--- config.mk ---
export PLATFORM = sky130hd
export DESIGN_NAME = pic_cascade_top
export DESIGN_NICKNAME = d
export VERILOG_FILES = /design/src/rtl/pic_pkg.sv /design/src/rtl/pic_request_reg.sv /design/src/rtl/pic_resolver.sv /design/src/rtl/pic_unit.sv /design/src/rtl/pic_cascade_top.sv
export SDC_FILE = /design/constraint.sdc
export NUM_CORES = 1
export LEC_CHECK = 0
export CAP_MARGIN = 40
export CORE_MARGIN = 3
export CORE_UTILIZATION = 57
export DETAILED_ROUTE_END_ITERATION = 8
export PLACE_DENSITY = 0.8
export SYNTH_ARGS = -nofsm -noshare
export SYNTH_HDL_FRONTEND = slang
export SYNTH_HIERARCHICAL = 1
export SYNTH_SLANG_ARGS = --single-unit
--- constraint.sdc ---
create_clock -name clk -period 4.5 [get_ports clk]
set_input_delay 0.45 -clock clk [delete_from_list [all_inputs] [get_ports clk]]
set_output_delay 0.45 -clock clk [all_outputs]
set_load 0.03 [all_outputs]
--- src/rtl/pic_pkg.sv ---
package pic_pkg;
  localparam int N_IN      = 8;
  localparam int IDX_W     = $clog2(N_IN);
  localparam int VEC_W     = 8;
  localparam int VEC_FLOOR = 32;
  localparam int EXT_LINES = 2 * N_IN - 1;

  typedef enum logic [1:0] {
    REG_BASE = 2'd0,
    REG_MASK = 2'd1,
    REG_EOI  = 2'd2,
    REG_NONE = 2'd3
  } reg_sel_e;

  // index of the lowest set bit (0 when the vector is empty)
  function automatic logic [IDX_W-1:0] lowest_idx(input logic [N_IN-1:0] v);
    logic [IDX_W-1:0] r;
    r = '0;
    for (int i = N_IN - 1; i >= 0; i--) begin
      if (v[i]) r = IDX_W'(i);
    end
    return r;
  endfunction

  function automatic logic [N_IN-1:0] one_hot(input logic [IDX_W-1:0] idx);
    return N_IN'(1) << idx;
  endfunction

  function automatic logic [VEC_W-1:0] make_vec(input logic [VEC_W-1:0] base,
                                                 input logic [IDX_W-1:0] idx);
    return {base[VEC_W-1:IDX_W], idx};
  endfunction

  function automatic logic base_ok(input logic [VEC_W-1:0] v);
    return int'(v) >= VEC_FLOOR;
  endfunction
endpackage

--- src/rtl/pic_request_reg.sv ---
module pic_request_reg
  import pic_pkg::*;
#(
  parameter logic [N_IN-1:0] LEVEL_MASK = '0
) (
  input  logic            clk,
  input  logic            rst_n,
  input  logic [N_IN-1:0] raw_in,
  input  logic [N_IN-1:0] clr,
  output logic [N_IN-1:0] pend
);
  logic [N_IN-1:0] prev_q;
  logic [N_IN-1:0] latch_q;
  logic [N_IN-1:0] rise;

  assign rise = raw_in & ~prev_q & ~LEVEL_MASK;

  always_ff @(posedge clk or negedge rst_n) begin
    if (!rst_n) begin
      prev_q  <= '0;
      latch_q <= '0;
    end else begin
      prev_q  <= raw_in;
      // a fresh edge wins over a clear in the same cycle
      latch_q <= (latch_q & ~clr) | rise;
    end
  end

  assign pend = (latch_q & ~LEVEL_MASK) | (raw_in & LEVEL_MASK);
endmodule

--- src/rtl/pic_resolver.sv ---
module pic_resolver
  import pic_pkg::*;
(
  input  logic [N_IN-1:0]  pend,
  input  logic [N_IN-1:0]  mask,
  input  logic [N_IN-1:0]  isr,
  output logic [IDX_W-1:0] win_idx,
  output logic [IDX_W-1:0] isr_top,
  output logic             isr_any,
  output logic             raise
);
  logic [N_IN-1:0] cand;

  assign cand    = pend & ~mask;
  assign win_idx = lowest_idx(cand);
  assign isr_top = lowest_idx(isr);
  assign isr_any = |isr;
  assign raise   = (|cand) && (!isr_any || (win_idx < isr_top));
endmodule

--- src/rtl/pic_unit.sv ---
module pic_unit
  import pic_pkg::*;
#(
  parameter logic [VEC_W-1:0] BASE_RST   = 8'h20,
  parameter logic [N_IN-1:0]  LEVEL_MASK = '0
) (
  input  logic             clk,
  input  logic             rst_n,
  input  logic [N_IN-1:0]  raw_in,
  input  logic             wr_base,
  input  logic             wr_mask,
  input  logic             wr_eoi,
  input  logic [VEC_W-1:0] wr_data,
  input  logic             ack_in,
  output logic             int_out,
  output logic [IDX_W-1:0] win_idx,
  output logic [VEC_W-1:0] vec_out,
  output logic             err_out,
  output logic [VEC_W-1:0] base_o,
  output logic [N_IN-1:0]  mask_o,
  output logic [N_IN-1:0]  isr_o,
  output logic             take_o,
  output logic [N_IN-1:0]  eoi_clr_o
);
  logic [VEC_W-1:0] base_q;
  logic [N_IN-1:0]  mask_q;
  logic [N_IN-1:0]  isr_q;
  logic             err_q;
  logic [N_IN-1:0]  pend;
  logic [IDX_W-1:0] isr_top;
  logic             isr_any;
  logic             take;
  logic [N_IN-1:0]  take_set;
  logic [N_IN-1:0]  eoi_clr;

  pic_request_reg #(.LEVEL_MASK(LEVEL_MASK)) u_req (
    .clk    (clk),
    .rst_n  (rst_n),
    .raw_in (raw_in),
    .clr    (take_set),
    .pend   (pend)
  );

  pic_resolver u_res (
    .pend    (pend),
    .mask    (mask_q),
    .isr     (isr_q),
    .win_idx (win_idx),
    .isr_top (isr_top),
    .isr_any (isr_any),
    .raise   (int_out)
  );

  assign take     = ack_in && int_out;
  assign take_set = take ? one_hot(win_idx) : '0;
  assign eoi_clr  = (wr_eoi && isr_any) ? one_hot(isr_top) : '0;

  always_ff @(posedge clk or negedge rst_n) begin
    if (!rst_n) begin
      base_q <= BASE_RST;
      mask_q <= '0;
      isr_q  <= '0;
      err_q  <= 1'b0;
    end else begin
      isr_q <= (isr_q & ~eoi_clr) | take_set;
      if (wr_mask) mask_q <= wr_data[N_IN-1:0];
      if (wr_base) begin
        if (base_ok(wr_data)) begin
          base_q <= {wr_data[VEC_W-1:IDX_W], {IDX_W{1'b0}}};
          err_q  <= 1'b0;
        end else begin
          err_q  <= 1'b1;
        end
      end
    end
  end

  assign vec_out   = make_vec(base_q, win_idx);
  assign err_out   = err_q;
  assign base_o    = base_q;
  assign mask_o    = mask_q;
  assign isr_o     = isr_q;
  assign take_o    = take;
  assign eoi_clr_o = eoi_clr;
endmodule

--- src/rtl/pic_cascade_top.sv ---
module pic_cascade_top
  import pic_pkg::*;
#(
  parameter int               CASC_IDX = 2,
  parameter logic [VEC_W-1:0] PRI_BASE = 8'h20,
  parameter logic [VEC_W-1:0] SEC_BASE = 8'h28
) (
  input  logic                 clk,
  input  logic                 rst_n,
  input  logic [EXT_LINES-1:0] line_irq,
  input  logic                 cfg_we,
  input  logic [2:0]           cfg_addr,
  input  logic [VEC_W-1:0]     cfg_wdata,
  input  logic                 int_ack,
  output logic                 int_req,
  output logic [VEC_W-1:0]     int_vec,
  output logic                 cfg_err
);
  localparam logic [N_IN-1:0]  CASC_BIT = N_IN'(1) << CASC_IDX;
  localparam logic [IDX_W-1:0] CASC_I   = IDX_W'(CASC_IDX);

  logic [N_IN-1:0]  pri_raw, sec_raw;
  logic             pri_int, sec_int;
  logic [IDX_W-1:0] pri_win, sec_win;
  logic [VEC_W-1:0] pri_vec, sec_vec;
  logic             pri_err, sec_err;
  logic [VEC_W-1:0] pri_base, sec_base;
  logic [N_IN-1:0]  pri_mask, sec_mask;
  logic [N_IN-1:0]  pri_isr, sec_isr;
  logic             pri_take, sec_take;
  logic [N_IN-1:0]  pri_eoi_clr, sec_eoi_clr;
  logic             sec_ack, win_is_casc;
  logic [1:0]       sel_pri, sel_sec;
  reg_sel_e         rsel;

  // external line mapping: the cascade input is skipped
  for (genvar i = 0; i < N_IN; i++) begin : g_pmap
    if (i < CASC_IDX) begin : g_lo
      assign pri_raw[i] = line_irq[i];
    end else if (i == CASC_IDX) begin : g_casc
      assign pri_raw[i] = sec_int;
    end else begin : g_hi
      assign pri_raw[i] = line_irq[i-1];
    end
  end
  assign sec_raw = line_irq[EXT_LINES-1:N_IN-1];

  assign rsel    = reg_sel_e'(cfg_addr[1:0]);
  assign sel_pri = (cfg_we && !cfg_addr[2]) ? 2'b01 : 2'b00;
  assign sel_sec = (cfg_we &&  cfg_addr[2]) ? 2'b01 : 2'b00;

  assign win_is_casc = (pri_win == CASC_I);
  assign sec_ack     = int_ack && pri_int && win_is_casc;

  pic_unit #(.BASE_RST(PRI_BASE), .LEVEL_MASK(CASC_BIT)) u_pri (
    .clk       (clk),
    .rst_n     (rst_n),
    .raw_in    (pri_raw),
    .wr_base   (sel_pri[0] && rsel == REG_BASE),
    .wr_mask   (sel_pri[0] && rsel == REG_MASK),
    .wr_eoi    (sel_pri[0] && rsel == REG_EOI),
    .wr_data   (cfg_wdata),
    .ack_in    (int_ack),
    .int_out   (pri_int),
    .win_idx   (pri_win),
    .vec_out   (pri_vec),
    .err_out   (pri_err),
    .base_o    (pri_base),
    .mask_o    (pri_mask),
    .isr_o     (pri_isr),
    .take_o    (pri_take),
    .eoi_clr_o (pri_eoi_clr)
  );

  pic_unit #(.BASE_RST(SEC_BASE), .LEVEL_MASK('0)) u_sec (
    .clk       (clk),
    .rst_n     (rst_n),
    .raw_in    (sec_raw),
    .wr_base   (sel_sec[0] && rsel == REG_BASE),
    .wr_mask   (sel_sec[0] && rsel == REG_MASK),
    .wr_eoi    (sel_sec[0] && rsel == REG_EOI),
    .wr_data   (cfg_wdata),
    .ack_in    (sec_ack),
    .int_out   (sec_int),
    .win_idx   (sec_win),
    .vec_out   (sec_vec),
    .err_out   (sec_err),
    .base_o    (sec_base),
    .mask_o    (sec_mask),
    .isr_o     (sec_isr),
    .take_o    (sec_take),
    .eoi_clr_o (sec_eoi_clr)
  );

  assign int_req = pri_int;
  assign int_vec = win_is_casc ? sec_vec : pri_vec;
  assign cfg_err = pri_err | sec_err;
endmodule

======== Word-level counts from Yosys, hierarchy flattened ========
Index checks and enable logic that the tools add are counted.
operators by class
  magnitude comparators ................... 3
  equality and inequality tests ........... 3
  shifts and indexed selects .............. 4
  multiplexer cells ....................... 40
  bitwise logic cells ..................... 22
  reductions and logical operators ........ 27
operators with widths
  operator               number
  $mux W3                32
  $and A8 B8 Y8          8
  $not A8 Y8             8
  $mux W8                5
  $or A8 B8 Y8           4
  $reduce_or A8 Y1       4
  $shl A1 B3 Y8 const A  4
  $logic_and A1 B1 Y1    15
  $ge A8 B6 Y1 const B   1
  $or A8 B3 Y8           1
  $lt A3 B3 Y1           2
  $reduce_and A2 Y1      2
  $eq A3 B2 Y1 const B   1
  $logic_not A1 Y1       3
  $mux W1                3
  $eq A2 B1 Y1 const B   1
  $eq A2 B2 Y1 const B   1
  $logic_not A2 Y1       1
  $logic_or A1 B1 Y1     2
  $or A1 B1 Y1           1
storage, ports and cells
  flip-flop bits (word level) ............. 76
  output and inout port bits .............. 10
  logic and storage cells ................. 111

======== Longest topological paths before layout ========
Gate-level depths: netlist of run 1.
  depth in word-level cells ............... 33
  gate-level depth with buffers ........... 20

======== Cells and area by module ========
The synthesis of run 1 kept the hierarchy.
by module, submodules not included
  module                         instances  cells each  area an instance (um^2)
  pic_unit (u_sec)               1          97          1,081.0
  pic_unit (u_pri)               1          97          1,079.8
  pic_resolver                   2          46          311.5
  pic_request_reg (u_sec.u_req)  1          40          560.5
  pic_request_reg (u_pri.u_req)  1          36          498.0
  pic_cascade_top                1          21          170.2

======== Least setup slack after synthesis of run 1 ========
OpenSTA, ideal clock, no wires.
  path kind ............................... reg-to-reg
  from .................................... register u_sec.u_req.latch_q[0], in the netlist u_sec/u_req/pend[0]
  to ...................................... register u_sec.u_req.latch_q[0], in the netlist u_sec/u_req/pend[0]
  setup time .............................. 0.125 ns
  arrival time ............................ 4.481 ns
  slack ................................... -0.106 ns
  stages on the path, launching flop included .. 21
  buffers on the path ..................... 1
  cells stage by stage .................... dfrtp_1 -> nor2b_4 -> nand2b_1 -> nor3_1 -> nor2b_1 -> ha_1 -> a21oi_1 -> nand3b_1 -> a32oi_1 -> buf_4 -> nor2b_4 -> a311oi_1 -> nor2_1 -> ha_1 -> nand2_1 -> nand2_1 -> a32oi_1 -> and3_2 -> nand3b_1 -> nor3_2 -> o22ai_2
on the way
  longest elaborated chain between the ends .. 20
  elaborated cells between the ends (all ways) .. 24
  classes of those cells .................. order compare (2); eq/ne (1); shift (1); mux (5); bitwise (6); reduce/logical (9)
ends and longest elaborated chain
  item                              RTL line               RTL
  from (decl)                       pic_request_reg.sv:13  logic [N_IN-1:0] latch_q;
  from (signal assigned)            pic_request_reg.sv:25  latch_q <= (latch_q & ~clr) | rise;
  $and A8 B8 Y8                     pic_resolver.sv:14     assign cand = pend & ~mask;
  $mux W3                           pic_pkg.sv:20          if (v[i]) r = IDX_W'(i);
  via sec_win[2]                    pic_cascade_top.sv:24  logic [IDX_W-1:0] pri_win, sec_win;
  $lt A3 B3 Y1                      pic_resolver.sv:18     assign raise = (|cand) && (!isr_any || (win_idx < isr_top));
  $logic_or A1 B1 Y1                pic_resolver.sv:18
  $logic_and A1 B1 Y1               pic_resolver.sv:18
  via sec_int                       pic_cascade_top.sv:23  logic pri_int, sec_int;
  $or A8 B3 Y8                      pic_request_reg.sv:29  assign pend = (latch_q & ~LEVEL_MASK) | (raw_in & LEVEL_MASK);
  via u_pri.pend[2]                 pic_unit.sv:29         logic [N_IN-1:0] pend;
  [... 4 more ...]                  n/a
  via pri_win[1]                    pic_cascade_top.sv:24
  [... 3 more ...]                  n/a
  via int_req                       pic_cascade_top.sv:15  output logic int_req,
  $logic_and A1 B1 Y1 (2 in a row)  pic_cascade_top.sv:53  assign sec_ack = int_ack && pri_int && win_is_casc;
  via sec_ack                       pic_cascade_top.sv:32  logic sec_ack, win_is_casc;
  $logic_and A1 B1 Y1               pic_unit.sv:54         assign take = ack_in && int_out;
  $mux W8                           pic_unit.sv:55         assign take_set = take ? one_hot(win_idx) : '0;
  via u_sec.take_set[0]             pic_unit.sv:33         logic [N_IN-1:0] take_set;
  $not A8 Y8                        pic_request_reg.sv:25
  $and A8 B8 Y8                     pic_request_reg.sv:25
  $or A8 B8 Y8                      pic_request_reg.sv:25
The timed path passes the listed nets, and every way through them passes these cells.
A chain may end at the register's enable or synchronous reset.

======== Final worst setup path of run 1 ========
  from .................................... register u_sec.u_req.latch_q[7], in the netlist u_sec/u_req/pend[7]
  to ...................................... output int_req
on the way
  longest elaborated chain between the ends .. 20
  elaborated cells between the ends (all ways) .. 22
  classes of those cells .................. order compare (2); mux (11); bitwise (3); reduce/logical (6)
ends and longest elaborated chain
  item                  RTL line
  $and A8 B8 Y8         pic_resolver.sv:14
  $mux W3 (8 in a row)  pic_pkg.sv:20
  via sec_win[1]        pic_cascade_top.sv:24
  $lt A3 B3 Y1          pic_resolver.sv:18
  $logic_or A1 B1 Y1    pic_resolver.sv:18
  $logic_and A1 B1 Y1   pic_resolver.sv:18
  via sec_int           pic_cascade_top.sv:23
  $or A8 B3 Y8          pic_request_reg.sv:29
  $and A8 B8 Y8         pic_resolver.sv:14
  $mux W3 (3 in a row)  pic_pkg.sv:20
  via pri_win[1]        pic_cascade_top.sv:24
  $lt A3 B3 Y1          pic_resolver.sv:18
  $logic_or A1 B1 Y1    pic_resolver.sv:18
  $logic_and A1 B1 Y1   pic_resolver.sv:18
  to (decl)             pic_cascade_top.sv:15
The timed path passes the listed nets, and every way through them passes these cells.

==> run metrics, run 1 <==
status complete, no violations; Final nets around 440; Syn. warnings 6; relative slew slack 36.84%; Worst VDD drop ~0.37 mV; Synthesized Nets 394; CTS Buf Count 9; Slew @ Worst Pin 0.9402 ns; unrepaired setup endpoints after global routing false; drt drc 0; ant diodes 0; syn avg cell area about 11 um^2; Pre-antenna DRT Iters 5; Clock Sinks 74; DR iter-0 viols around 180; largest net degree at the start of global routing 44; crit share post-route a little over nine tenths; Crit Path Class flip-flop to output port; Power, Total around 0.0026 W; remaining global-route overflow 0; clock-pin slew on the worst setup and hold paths 0.08 ns; maxcap violations 0; Post-Route WL between 8 and 9 mm; Max Clock Skew ~0.0030 ns; vias in the first global route between 2000 and 3000; row count 29; Total GRT Usage roughly 23%; routed vias roughly 2800; crit-path max FO 7; first-pass GRT wire length between 10 and 15 mm; Die H 88.71 um; worst path required time 4.05 ns; area delta synth->final 17.71%; setup TNS 0 ns; cts hold-fix bufs 0; CTS tree done; Slew Limit Fails 0; clock root cell clkbuf_8; CTS H-tree depth 3; CTS Buffer Depth 2; Leak about 2.2 nW; Core Box Area roughly 0.0065 mm^2; I/O pins 40; final setup vio count 0; Fmax about 0.23 GHz; crit path time final 4.266 ns; Critical Path AT between 3 and 4 ns; power density cells 562.7 mW/mm^2; die width roughly 90 um; Antenna Nets Post-Route 0; initial core utilization around three fifths; Detailed Place HPWL 5.807 mm; synthesized area approximately 0.0039 mm^2; die area around 0.0079 mm^2; via-per-instance ratio 5.836; layout cells sized above 1 28.57%; Fin. Hold Viols 0; GP Congestion roughly 0.9; cell count after synthesis between 300 and 400; Avg WL per Cell approximately 17 um; Worst setup EP type output port; PortBufs 39; Hold WC Path Type input port to async pin; initial antenna violation count 0; Clock Latency Late Sink between 0.3 and 0.4 ns; Setup crit start kind flip-flop
-- final timing paths --
check	from	to	slack [ns]	cells past startpoint
max in group asynchronous	rst_n	u_sec/base_o[5]	3.31	2
min in group clk	u_pri/u_req/prev_q[5]	u_pri/u_req/latch_q[5]	0.43	1
worst min register to register	u_pri/u_req/prev_q[5]	u_pri/u_req/latch_q[5]	0.43	1
worst max-delay path	u_sec/u_req/pend[7]	int_req	0.23	19
worst min-delay path	rst_n	u_pri/isr_o[5]	0.17	1
worst max register to register	u_sec/u_req/pend[7]	u_sec/isr_o[0]	0.37	21
-- critical path: stages (launching register included) --
cell and delay [ns]:
dfrtp_1 0.39, nand2b_1 0.10, o21ai_0 0.14, a311oi_1 0.33, nor2_1 0.10, ha_1 0.29
nand2_1 0.05, nand2_1 0.08, a32oi_2 0.12, nor2b_4 0.16, buf_4 0.13, a311oi_1 0.28
nor2_1 0.09, buf_4 0.18, ha_1 0.20, a21oi_1 0.17, nand3b_1 0.11, a32oi_2 0.24
buf_4 0.15, buf_4 0.15
-- where the power goes --
group | switching [W] | total, W | internal, W
sequential | 0.000116 | 0.000907 | 0.000791
combinational | 0.000540 | 0.000991 | 0.000452
clock | 0.000256 | 0.000684 | 0.000428
total | 0.000912 | 0.00258 | 0.00167
-- flip-flops by register name (all words and copies together) (netlist names) --
signal	cells
u_pri/isr_o	8
u_pri/mask_o	8
u_sec/isr_o	8
u_sec/mask_o	8
u_sec/u_req/pend	8
u_sec/u_req/prev_q	8
u_pri/u_req/latch_q	7
u_pri/u_req/prev_q	7
u_pri/base_o	5
u_sec/base_o	5
u_pri/err_out	1
u_sec/err_out	1
-- routing by layer --
metal / routed length (um) / part of all wire (%) / global-route usage [%] / vias to the layer above
li1: - / - / - / 1310
met1: 3676 / 44 / 29.75 / 1395
met2: 4026 / 49 / 37.65 / 97
met3: 397 / 4.8 / 4.004 / 17
met4: 180 / 2.2 / 9.341 / 0
met5: 0 / 0 / 0 / -
-- metrics by stage --
step	hold WS (ns)	std cells	cell area, um^2	utilization, %	setup slack (ns)
3_3_place_gp	0.4149	465	4308	66.33	0.2392
3_5_place_dp	0.4242	466	4313	66.40	0.09899
6_report	0.1698	483	4589	70.66	0.2341
5_1_grt	0.2078	483	4589	70.66	0.02726
4_1_cts	0.1830	482	4584	70.58	0.01964
2_1_floorplan	0.1544	360	3906	-	0.1963
-- layout by cell type, fill, tap and decap left out, drive strengths merged --
cell type	instances
inv	45
a311oi	2
nand2	13
or2	1
buf	12
clkbuf	18
o41ai	2
dfrtp	71
o22ai	17
a21oi	6
o31ai	2
mux2	30
and3	1
nor3b	5
nor4	4
nor2	25
o21bai	2
nand3b	6
nand3	4
clkinv	1
dfstp	3
nand2b	27
bufinv	4
a211o	2
ha	4
nor3	18
nor2b	12
o21ai	32
a32oi	2
clkdlybuf4s50	29
a22o	6
-- final cells by class --
type | count | area (um^2)
Timing Repair Buffer | 49 | 419.2
Clock buffer | 10 | 127.6
Fill cell | 452 | 1906
Sequential cell | 74 | 1856
Inverter | 44 | 165.2
Multi-Input combinational cell | 223 | 1788
Tap cell | 77 | 96.34
Clock inverter | 6 | 137.6
-- repair_timing --
action | in CTS | in global routing
setup buffers | 0 | 1
endpoints found under the setup margin | 8 | 18
resized for setup | 12 | 22
pin swaps | 0 | 2
Power figures use the tool's default switching activity.
==> run 2: changes to the inputs <==
- clock period: 4.5 -> 4.4 ns (I/O delays scaled with it)
==> run metrics, run 2 (synthesis gave the netlist of run 1 again) <==
commonest non-fill, non-tap cells in the layout 71 x dfrtp_1, 44 x inv_1, 29 x clkdlybuf4s50_1, 29 x o21ai_0, 26 x mux2_2; Total GRT Usage 22.31%; crit share post-route between 90 and 100%; status complete, no violations; Crit path depth 15; GP Congestion 0.8660; most common cell after layout, fill and taps aside dfrtp_1; Internal Power approximately 0.0016 W; Fill cells between 400 and 500; row count 29; switch share 36.59%; maxcap violations 0; CTS Buf Count 9; clock-pin slew on the worst setup and hold paths ~0.080 ns; Slew Limit Fails 0; Hold Crit Start u_pri/u_req/prev_q[6]; I/O pins 40; Slew @ Worst Pin ~0.76 ns; critical-path cell list nor2b_4, nand2b_1, nor3_2, nor2b_4, ha_1, a21oi_2, nand3b_1, a32oi_2, nor2b_4, nor3_1, a211o_1, nor3b_4, buf_6, mux2_2, buf_2; initial antenna violation count 0; routed vias about 2700; remaining global-route overflow 0; first-pass GRT wire length about 13 mm; PortBufs 39; WHS Path Cells 1; vias in the first global route 2785; power density cells roughly 550 mW/mm^2; final setup vio count 0; initial core utilization around three fifths; layout cells sized above 1 about 30%; Avg WL per Cell 16.62 um; final core occ a little over 70%; Comb power frac 40.9%; die area about 0.008 mm^2; largest net degree at the start of global routing 61; CP most frequent cell nor2b_4; Pre-antenna DRT Iters 5; CP Buf/Inv Count 2; Power, Total 0.002541 W; R2R depth 18; CP top delay family simple AND/OR/NAND/NOR gates; Post-Route WL between 8 and 9 mm; clock root cell clkbuf_8; Max Clock Skew 0.005020 ns; ant diodes 0; CTS Buffer Depth 2; Clock Latency Late Sink between 0.3 and 0.4 ns; Detailed Place HPWL approximately 5.7 mm; Hold WC Path Type flip-flop to flip-flop; Critical Path AT about 3.8 ns; CTS tree done; Antenna Nets Post-Route 0; crit path time final about 4.2 ns; worst path required time between 3 and 4 ns; DR iter-0 viols approximately 150; Clock Sinks 74; clock share of power 22.7%; slowest CP cell dfrtp_1; Final nets 439; Fin. Hold Viols 0; Core Box Area 0.006495 mm^2; Fmax around 0.24 GHz; Worst setup EP type output port; FF-to-FF Start u_sec/u_req/pend[0]; crit-path max FO 9; area delta synth->final 17.81%; CTS H-tree depth 3; Die H a little under 90 um; die width approximately 90 um; Worst Setup SP u_sec/u_req/pend[0]; drt drc 0; Worst VDD drop a little under 0.3 mV; Setup crit start kind flip-flop; via-per-instance ratio 5.630; Net Switching between 0.0009 and 0.001 W; Hold Slack between 0.4 and 0.5 ns; relative slew slack approximately 49%; setup TNS 0 ns; Leak between 2 and 2.5 nW; sequential power share between 30% and 40%; Crit path largest cell delay around 0.40 ns; Crit Path Class flip-flop to output port
## run 2: path summary, 6_finish.rpt
path | end | slack [ns]
max reg2reg | u_sec/u_req/pend[4] | 0.29
max in group asynchronous | u_pri/isr_o[3] | 2.78
min in group asynchronous | u_pri/isr_o[7] | 0.54
min reg2reg | u_pri/u_req/latch_q[6] | 0.43
min | u_pri/u_req/latch_q[6] | 0.43
max | int_vec[0] | 0.19
## run 2: layout make-up
class	instances	area [um^2]	area share [%]
tap	77	96.34	2.098
clock inverter	6	90.09	1.961
timing repair buffer	53	449.2	9.779
clock buffer	10	127.6	2.779
inverter	44	165.2	3.596
multi-input combinational	223	1809	39.39
sequential	74	1856	40.40
## run 2: power by group through the flow
stage	Sequential, W	Clock [W]	Combinational [W]
2_1_floorplan	0.000907	0	0.000766
6_report	0.000925	0.000576	0.00104
3_5_place_dp	0.000932	0	0.000998
4_1_cts	0.000921	0.000591	0.00102
5_1_grt	0.000943	0.000620	0.00113
3_3_place_gp	0.000926	0	0.000968
## run 2: what timing repair did
action / 4_1_cts / 5_1_grt
buffers inserted: 0 / 3
gates resized for setup: 31 / 23
hold buffers: 1 / 0
endpoints found under the hold margin: 11 / 0
setup endpoints to repair: 9 / 32
pin swaps: 1 / 5
## run 2: per-stage QoR
stage / setup WS [ns] / instance area, um^2 / instances
6_report: 0.1927 / 4593 / 487
4_1_cts: 0.0005218 / 4581 / 483
3_5_place_dp: -0.02329 / 4313 / 466
2_1_floorplan: 0.09625 / 3906 / 360
5_1_grt: -0.007013 / 4593 / 487
3_3_place_gp: 0.1576 / 4308 / 465
## run 2: routing by layer
metal	share of wire [%]	track usage, %	wire length (um)	vias up
met5	0	0	0	-
li1	-	-	-	1316
met4	1.2	6.731	95	0
met3	4.1	5.121	335	11
met2	49	36.03	3973	62
met1	46	30.10	3690	1353
